--- src/rtl/tmr_pkg.sv ---
package tmr_pkg;

    localparam int TMR_W = 16;

    typedef enum logic [1:0] {
        LINK_MII_FAST = 2'b00,
        LINK_MII_SLOW = 2'b01,
        LINK_SERIAL   = 2'b10,
        LINK_SPARE    = 2'b11
    } link_mode_e;

    // One software write, as seen by the counter.
    typedef struct packed {
        logic             strobe;
        logic             cont;
        logic [TMR_W-1:0] value;
    } tmr_load_t;

    // Cycles per tick for a link mode; the spare code uses the fast period.
    function automatic int tick_cycles(link_mode_e mode, int fast_div,
                                       int slow_div, int ser_div);
        case (mode)
            LINK_MII_SLOW: return slow_div;
            LINK_SERIAL:   return ser_div;
            default:       return fast_div;
        endcase
    endfunction

    function automatic int max3(int a, int b, int c);
        int m;
        m = (a > b) ? a : b;
        return (m > c) ? m : c;
    endfunction

endpackage

--- src/rtl/tmr_prescaler.sv ---
module tmr_prescaler
    import tmr_pkg::*;
#(
    parameter int FAST_DIV = 10240,
    parameter int SLOW_DIV = 102400,
    parameter int SER_DIV  = 25600
) (
    input  logic       clk,
    input  logic       rst,
    input  logic       restart,
    input  logic       enable,
    input  link_mode_e mode,
    output logic       tick
);
    localparam int MAX_DIV = max3(FAST_DIV, SLOW_DIV, SER_DIV);
    localparam int DIV_W   = $clog2(MAX_DIV + 1);

    logic [DIV_W-1:0] phase_q;
    logic [DIV_W-1:0] last_phase;
    logic             at_end;

    always_comb begin
        last_phase = DIV_W'(tick_cycles(mode, FAST_DIV, SLOW_DIV, SER_DIV) - 1);
        // >= keeps a mode switch to a shorter period from wrapping the phase.
        at_end     = (phase_q >= last_phase);
        tick       = enable && !restart && at_end;
    end

    always_ff @(posedge clk) begin
        if (rst || restart) begin
            phase_q <= '0;
        end else if (enable) begin
            if (at_end) phase_q <= '0;
            else        phase_q <= phase_q + 1'b1;
        end
    end
endmodule

--- src/rtl/tmr_counter.sv ---
module tmr_counter
    import tmr_pkg::*;
#(
    parameter int CNT_W = TMR_W
) (
    input  logic             clk,
    input  logic             rst,
    input  tmr_load_t        load,
    input  logic             tick,
    output logic [CNT_W-1:0] count,
    output logic             cont,
    output logic             active,
    output logic             expired
);
    logic [CNT_W-1:0] refill_q;
    logic             last_step;

    assign active    = (count != '0);
    assign last_step = (count == CNT_W'(1));

    always_ff @(posedge clk) begin
        if (rst) begin
            count    <= '0;
            refill_q <= '0;
            cont     <= 1'b0;
            expired  <= 1'b0;
        end else if (load.strobe) begin
            count    <= CNT_W'(load.value);
            refill_q <= CNT_W'(load.value);
            cont     <= load.cont;
            expired  <= 1'b0;
        end else if (tick && active) begin
            if (last_step) begin
                count   <= cont ? refill_q : '0;
                expired <= 1'b1;
            end else begin
                count   <= count - 1'b1;
                expired <= 1'b0;
            end
        end else begin
            expired <= 1'b0;
        end
    end
endmodule

--- src/rtl/gp_timer.sv ---
module gp_timer
    import tmr_pkg::*;
#(
    parameter int CNT_W    = TMR_W,
    parameter int FAST_DIV = 10240,
    parameter int SLOW_DIV = 102400,
    parameter int SER_DIV  = 25600
) (
    input  logic             clk,
    input  logic             rst,
    input  logic             wr_en,
    input  logic [CNT_W-1:0] wr_data,
    input  logic             wr_cont,
    input  logic [1:0]       link_mode,
    input  logic             snooze,
    output logic [CNT_W:0]   rd_value,
    output logic             expired
);
    tmr_load_t        load;
    logic             tick;
    logic             active;
    logic             cont;
    logic [CNT_W-1:0] count;

    always_comb begin
        load.strobe = wr_en;
        load.cont   = wr_cont;
        load.value  = TMR_W'(wr_data);
    end

    tmr_prescaler #(
        .FAST_DIV(FAST_DIV),
        .SLOW_DIV(SLOW_DIV),
        .SER_DIV (SER_DIV)
    ) u_pre (
        .clk    (clk),
        .rst    (rst),
        .restart(wr_en),
        .enable (active && !snooze),
        .mode   (link_mode_e'(link_mode)),
        .tick   (tick)
    );

    tmr_counter #(.CNT_W(CNT_W)) u_cnt (
        .clk    (clk),
        .rst    (rst),
        .load   (load),
        .tick   (tick),
        .count  (count),
        .cont   (cont),
        .active (active),
        .expired(expired)
    );

    assign rd_value = {cont, count};
endmodule

--- config.mk ---
export PLATFORM = sky130hd
export DESIGN_NAME = gp_timer
export DESIGN_NICKNAME = d
export VERILOG_FILES = /design/src/rtl/tmr_pkg.sv /design/src/rtl/tmr_prescaler.sv /design/src/rtl/tmr_counter.sv /design/src/rtl/gp_timer.sv
export SDC_FILE = /design/constraint.sdc
export NUM_CORES = 1
export LEC_CHECK = 0
export ABC_AREA = 0
export ABC_CLOCK_PERIOD_IN_PS = 2350
export BUFFER_PORTS_ARGS = -buffer_cell sky130_fd_sc_hd__buf_2
export CORE_UTILIZATION = 51
export CTS_CLUSTER_SIZE = 20
export DETAILED_ROUTE_END_ITERATION = 12
export PLACE_DENSITY_LB_ADDON = 0.1
export SLEW_MARGIN = 20
export SYNTH_ARGS = -nofsm -noshare
export SYNTH_HDL_FRONTEND = slang
export SYNTH_SLANG_ARGS = --single-unit
--- constraint.sdc ---
create_clock -name clk -period 2.35 [get_ports clk]
set_clock_uncertainty 0.05 [all_clocks]
set_input_delay 0.5875 -clock clk [delete_from_list [all_inputs] [get_ports clk]]
set_output_delay 0.5875 -clock clk [all_outputs]
set_load 0.02 [all_outputs]
Word-level counts from Yosys, hierarchy flattened
Index checks and enable logic that the tools add are counted.

Reduce and logical (&&, ||, !) cells: 10. Bitwise logic cells: 1. Eq/ne operators: 3. Add/sub/neg operators: 3. Multiplexer cells: 7. $lt $le $gt $ge: 1.

Operator list (number): $mux 16 (4); $pmux 17 s2 (1); $add 17x1->17 const B (1); $ge 17x17->1 (1); $mux 17 (1); $sub 17x1->17 const B (1); $eq 16x1->1 const B (1); $reduce_bool 16->1 (1); $sub 16x1->16 const B (1); $logic_and 1x1->1 (4); $reduce_or 3->1 (1); $eq 2x1->1 const B (1); $eq 2x2->1 const B (1); $logic_not 1->1 (2); $reduce_bool 2->1 (1); $logic_or 1x1->1 (1); $mux 1 (1); $not 1->1 (1).

Output and inout bits: 18. Flip-flop bits (word level): 51.

Depth between registers and ports, before layout
Gate-level depths: netlist of the first run.

Depth in word-level cells: 8. Gate-level depth with buffers: 11. Mapped depth without buffers: 9.

Cells and area by module
Synthesis of the first run repeated with hierarchy kept, for this count alone.

Cell total of the unflattened synthesis: 329. Area total of the unflattened synthesis: 2825.2 um^2.

Modules (own cells, without submodules): tmr_counter (cells each 221, seq. area each 680.7 um^2, area an instance 1829.3 um^2, instances 1); tmr_prescaler (cells each 106, seq. area each 340.3 um^2, area an instance 974.7 um^2, instances 1); gp_timer (cells each 2, seq. area each 0.0 um^2, area an instance 21.3 um^2, instances 1).

Worst setup path after synthesis of the first run
OpenSTA, ideal clock, no wires.

Kind: input -> register. Start: input port link_mode[0]. End: register u_cnt.count[1]. Stages on the path: 10. Library setup time: 0.074 ns. Path slack: -0.164 ns. Data arrival time: 2.390 ns. Data required time: 2.226 ns. Cell sequence: nor2b_1 > inv_1 > ha_1 > a21o_1 > a211oi_1 > o221ai_1 > o211a_2 > buf_6 > or4_4 > o211ai_2.

Word-level cells in the longest chain between the ends: 7.

Ends and longest elaborated chain: start, declared (RTL line gp_timer.sv:14) `input logic [1:0] link_mode,`; $eq 2x2->1 / $eq 2x1->1 (equally long branches) (RTL line tmr_pkg.sv:22) `case (mode)`; $pmux 17 s2 * (RTL line tmr_pkg.sv:22); $sub 17x1->17 * (RTL line tmr_prescaler.sv:23) `last_phase = DIV_W'(tick_cycles(mode, FAST_DIV, SLOW_DIV, SER_DIV) - 1);`; $ge 17x17->1 * (RTL line tmr_prescaler.sv:25) `at_end = (phase_q >= last_phase);`; $logic_and 1x1->1 * (RTL line tmr_prescaler.sv:26) `tick = enable && !restart && at_end;`; $logic_and 1x1->1 * (RTL line tmr_counter.sv:32) `end else if (tick && active) begin`; $reduce_bool 2->1 (no line) *; end signal, assigned (RTL line tmr_counter.sv:28) `count <= CNT_W'(load.value);`; end signal, assigned (RTL line tmr_counter.sv:34) `count <= cont ? refill_q : '0;`; end signal, assigned (RTL line tmr_counter.sv:37) `count <= count - 1'b1;`; end, declared (RTL line tmr_counter.sv:10) `output logic [CNT_W-1:0] count,`.

Mark *: on every way between the ends. The rest lies on a longest branch, timed or not. A chain may end at the register's enable or synchronous reset.

Worst setup path in the final report of the first run
Start: input port link_mode[1]. End: register u_cnt.count[15].

Same word-level chain as after synthesis.

==> reports/qor.csv, run 1 <==
metric;value;unit
outcome;finished clean;
cp-end-kind;flip-flop;
grt_first_pass_wirelength;11560;microns
multi_input_area;1692;sq um
die_area;5819;sq um
via_per_inst;5.558;
pre_cts_ws;-0.3057;ns
grt_max_degree;35;
io_buffers;40;
grt_usage;0.2433;
dieHeight;76.28;microns
pwr-share-comb;0.188;
slew_violations;0;
synth_area;2814;sq um
switchingPower;0.5345;mW
num_vias;2601;
synth_top_area_frac;0.3628;
syn_nets;372;
rows;26;
yosysSeqAreaShare;0.3628;
nFillCells;468;
netSwitchingFraction;0.2984;
final.setup.tns;0;ns
grt_pass1_vias;2381;
power.share.clock;0.293;
drc;0;
numCtsBuffers;5;
synth_most_common_cell;dfxtp_1;
cp_max_fo;18;
antenna_found_initial;0;
synth.area.top_cells;dfxtp_1, nand2_1, xor2_1;
leakage;1.462;nW
coreArea;5205;sq um
p_per_area;528.1;nW/um^2
clock_sinks;51;
cts_tree;done;
nets;431;
pwr-share-seq;0.519;
cpMostUsedCell;o221ai_1;
cap_violations;0;
start_kind;input pin;
start_util;0.5406;
yosysWarnings;0;
die_w;76.28;microns
drtAntennaViolNets;0;
avgSynthCellArea;8.325;sq um
place_congestion;0.8222;
critPathBufInv;3;
areaGrowthSynthToFinish;20.54;%
setup_ws;0.01613;ns
post_drt_wl_per_cell;14.56;microns
diodes;0;
hold_viol;0;
crit_path_cell_trace;buf_2, nor2b_2, buf_4, ha_1, a21o_1, a211oi_2, o221ai_1, o211a_2, buf_12, or4b_1, o221ai_1;
synth_cells;338;
insertion_delay;0.31;ns
synthArstFlopShare;0;
grt.overflow.total;0;
yosysTopAreaCell;dfxtp_1;
hpwl;4807;microns
synth_edf_count;0;
ys.flop_type;dfxtp_1;
arrival;2.51;ns
slowest_stage;or4b_1;
fmax;0.4285;GHz
drt_wl_total;6813;microns
ir_drop;0.4298;mV
rsz0062_at_grt;yes;
drive_above_1_share;0.2387;
ioPinCount;41;
cpLargestDelayFamily;compound AO/OA/AOI/OAI gates;
relSlewSlack;0.3808;
holdCritPathClass;reg -> reg;
holdWs;0.4202;ns
cts_buffer_depth;2;
worstSetupPathType;in -> reg;
ys_types;45;
slowest_delay;0.46;ns
required;2.52;ns
setup_viol;0;
clk_pin_slew;0.10;ns
worst_slew_pin_slew;0.9233;ns
finalCriticalPeriod;2.334;ns
yosys_register_bits;51;
drtIter0Drc;154;
regArea;1021;sq um
htree_levels;2;
yosys-top-cells-count;dfxtp_1, nand2_1, nor2_1;
dr.pass1.iters;4;
clockRootBuffer;clkbuf_8;
intPower;1.257;mW
cts_hold_buf;0;
timing.final.crit_share;0.9931;
## kinds of logic (layout without fill, tap and decap cells)
logic type / after synthesis / in the layout / synth area share
and+or+nand+nor: 143 / 143 / 0.2641
AOI/OAI and AO/OA: 63 / 63 / 0.1552
DFF: 51 / 51 / 0.3628
buffers and inverters: 32 / 92 / 0.04758
xor gates and xnor gates: 26 / 26 / 0.08093
adders and majority gates: 11 / 11 / 0.04891
muxes: 11 / 11 / 0.03913
other: 1 / 1 / 0.001333
## layout by cell type, fill, tap and decap left out, drive strengths merged, types with 3 or more instances in the layout
master / count
xor2: 20
nand4b: 6
mux2i: 11
nand2: 50
xnor2: 6
a211oi: 6
clkinv: 3
nor2: 33
o221ai: 12
a21oi: 23
inv: 11
and4: 4
and3: 3
nand3: 19
buf: 72
or4b: 6
dfxtp: 51
ha: 11
clkbuf: 5
nand4: 8
o21ai: 7
nor4: 3
a21o: 8
## cell type report
type                    instances  share of cell area
inverters                      12             0.01328
clock inverters                 3            0.007377
flip-flops and latches         51              0.3010
repair buffers                 72              0.1335
clock buffers                   5             0.02029
multi-input cells             255              0.4987
well taps                      70             0.02582
## sequential cells by signal, summed over array words and instances (netlist names)
register / count
u_cnt.refill_q: 16
u_cnt.count: 16
u_pre.phase_q: 17
u_cnt.cont: 1
u_cnt.expired: 1
## power groups by stage
| stage | Clock [mW] | Sequential (mW) | Combinational, mW |
|---|---|---|---|
| after floorplan | 0 | 0.967 | 0.192 |
| after global placement | 0 | 0.948 | 0.328 |
| after detailed placement | 0 | 0.949 | 0.333 |
| after CTS | 0.538 | 0.929 | 0.335 |
| after global routing | 0.576 | 0.935 | 0.372 |
| final | 0.524 | 0.929 | 0.337 |
## metal layers
| layer | wire length [microns] | GRT usage |
|---|---|---|
| met4 | 59 | 0.05769 |
| met3 | 309 | 0.03473 |
| met1 | 3490 | 0.3674 |
| met5 | 0 | 0 |
| met2 | 2953 | 0.3604 |
## through the flow
step	total power, mW	area [sq um]	utilization	std cells
final	1.791	3392	0.6517	468
after floorplan	1.160	2839	-	338
after global placement	1.277	3283	0.6308	459
after CTS	1.802	3377	0.6488	467
after global routing	1.883	3392	0.6517	468
after detailed placement	1.282	3283	0.6308	459
## path summary, 6_finish.rpt
kind,slack [ns],from,cells after the start,endpoint
worst min-delay path,0.42,u_cnt.refill_q[6],2,u_cnt.refill_q[6]
worst max-delay path,0.02,link_mode[1],11,u_cnt.count[15]
worst max register to register,0.16,u_pre.phase_q[11],8,u_cnt.count[15]
worst min register to register,0.42,u_cnt.refill_q[6],2,u_cnt.refill_q[6]
## what timing repair did
item,CTS,global route
resized for setup,0,2
setup endpoints to repair,0,15
setup buffers,0,1
## worst reg2reg max path: cells and delay by family, from the launching register on
family	cells	cell delay (ns)
DFF	1	0.45
buffers and inverters	1	0.16
adders and majority gates	1	0.24
AOI/OAI and AO/OA	5	0.74
and+or+nand+nor	1	0.47
Note: power is estimated with default switching activity, not from simulation.
==> run 2, diff against run 1 <==
- CORE_MARGIN: not set -> 8
==> run 2 against run 1 <==
Register-to-register slack lost 0.02 ns. Clock power shrank 3%. Core utilization shrank 1.6 points. Non-clock buffer count shrank 5. Worst hold slack is essentially flat. Maximum frequency grew 1.1%. Sequential power grew 0.5%. Combinational power is essentially flat. Global-route usage shrank 7.6 points. Largest power group unchanged.
==> reports/qor.csv, run 2 (same netlist as run 1, synthesis figures left out) <==
metric;value;unit;change
clock_sinks;51;;unchanged
dp_cells;453;;-1.3%
largest_reg_flops;17;;unchanged
cts_tree;done;;
power.share.clock;0.285;;-0.008
drt_wl_total;7120;microns;+4.5%
hold_viol;0;;unchanged
antenna_found_initial;0;;unchanged
setup_ws;0.04236;ns;+0.02623 ns
diodes;0;;unchanged
ff2ff_setup_slack;0.14;ns;-0.02 ns
fmax;0.4333;GHz;+1.1%
grt_max_degree;34;;-2.9%
r2r_cells;8;;unchanged
drc;0;;unchanged
layout_common_cells;dfxtp_1, nand2_1, buf_2;;
setup_viol;0;;unchanged
nFillCells;514;;+9.8%
arrival;2.45;ns;-0.06 ns
top_register;u_pre.phase_q;;
cp-end-kind;flip-flop;;
areaGrowthSynthToFinish;22.01;%;
timing.final.crit_share;0.9820;;-0.01116
final_core_utilization;0.6352;;-0.01650
post_drt_wl_per_cell;15.31;microns;+5.2%
worstSetupPathType;in -> reg;;
clockRootBuffer;clkbuf_8;;
via_per_inst;5.652;;+1.7%
cts_buffer_depth;2;;unchanged
rows;27;;+3.8%
postLayoutCellArea;3433;sq um;+1.2%
switchingPower;0.5225;mW;-2.3%
insertion_delay;0.30;ns;about the same
dr.pass1.iters;4;;unchanged
die_w;90.28;microns;+18%
drive_above_1_share;0.2366;;-0.002052
largestRegisters;u_pre.phase_q: 17 flops, u_cnt.count: 16 flops, u_cnt.refill_q: 16 flops;;
leakage;1.463;nW;about the same
place_congestion;0.8539;;+3.9%
p_per_area;516.6;nW/um^2;-2.2%
finalCriticalPeriod;2.308;ns;-0.02623 ns
layout_commonest_cell;dfxtp_1;;
die_area;8150;sq um;+40%
place_area;3226;sq um;-1.8%
start_kind;input pin;;
coreArea;5405;sq um;+3.8%
holdCritPathClass;reg -> reg;;
intPower;1.251;mW;-0.45%
pwr-share-seq;0.527;;+0.008
grt_first_pass_wirelength;11580;microns;+0.12%
relSlewSlack;0.5922;;+0.2114
worst_slew_pin_slew;0.6117;ns;-0.3115 ns
layout.cells.non_filler;465;;-0.64%
rsz0062_at_grt;yes;;
io_buffers;40;;unchanged
cap_violations;0;;unchanged
cts_hold_buf;0;;unchanged
slew_violations;0;;unchanged
whs_path_depth;2;;unchanged
cp_max_fo;10;;-8
drtAntennaViolNets;0;;unchanged
htree_levels;2;;unchanged
grt_usage;0.1674;;-0.07595
outcome;finished clean;;
pwr-share-comb;0.188;;about the same
holdWs;0.4204;ns;+0.0001910 ns
drtIter0Drc;124;;-19%
netSwitchingFraction;0.2946;;-0.003813
required;2.49;ns;-0.03 ns
grt_pass1_vias;2532;;+6.3%
numCtsBuffers;5;;unchanged
ir_drop;0.4070;mV;-5.3%
num_vias;2628;;+1.0%
clk_pin_slew;0.10;ns;about the same
grt.overflow.total;0;;unchanged
pre_cts_ws;-0.2693;ns;+0.03639 ns
hpwl;4959;microns;+3.2%
start_util;0.5206;;-0.02002
dieHeight;90.28;microns;+18%
nets;426;;-1.2%
ioPinCount;41;;unchanged
## run 2: cell count changes in the layout (fill, tap and decap cells not counted), sizes merged
cell,previous run,this run
clkinv,3,2
clkbuf,5,8
buf,72,65
## run 2: cell type report
class / instances / area, sq um / area share
clock buffer: 6 / 72.57 / 0.02114
clock inverter: 2 / 12.51 / 0.003644
inverter: 12 / 45.04 / 0.01312
multi-input combinational: 255 / 1718 / 0.5004
sequential: 51 / 1021 / 0.2974
tap: 72 / 90.09 / 0.02624
timing repair buffer: 67 / 474.2 / 0.1381
## run 2: worst max-delay path: stages
cell and delay, ns:
buf_8 0.08, nor2b_4 0.14, inv_2 0.06, ha_4 0.23, a21o_1 0.18, a211oi_2 0.16, o221ai_1 0.14, o211a_2 0.19
buf_4 0.16, clkbuf_16 0.16, nor3b_1 0.13, o31a_1 0.23
## run 2: final timing paths
| path | from | to |
|---|---|---|
| hold / removal | u_cnt.refill_q[1] | u_cnt.refill_q[1] |
| setup reg to reg | u_cnt.count[2] | u_cnt.count[0] |
| setup / recovery | link_mode[0] | u_cnt.count[0] |
| hold reg to reg | u_cnt.refill_q[1] | u_cnt.refill_q[1] |
## run 2: repair_timing
action / in CTS / in global routing
endpoints found under the setup margin: 0 / 32
setup buffers: 0 / 2
gates resized for setup: 0 / 13
## run 2: stage by stage
| stage | power (mW) | setup TNS, ns |
|---|---|---|
| 3_5_place_dp | 1.275 | -6.523 |
| 6_report | 1.774 | 0 |
| 4_1_cts | 1.776 | 0 |
| 3_3_place_gp | 1.270 | -5.575 |
| 2_1_floorplan | 1.160 | 0 |
| 5_1_grt | 1.860 | -0.3782 |
## run 2: routing by layer
layer	wire, microns	GRT usage	up-vias
met5	0	0	-
li1	-	-	1310
met2	3562	0.3025	56
met3	247	0.03076	12
met1	3193	0.1955	1250
met4	117	0.04716	0
## run 2: power groups by stage
stage / Combinational (mW) / Sequential (mW) / Clock [mW]
floorplan: 0.192 / 0.967 / 0
global placement: 0.317 / 0.953 / 0
detailed placement: 0.322 / 0.954 / 0
CTS: 0.323 / 0.934 / 0.519
global route: 0.372 / 0.940 / 0.549
finish: 0.334 / 0.934 / 0.506
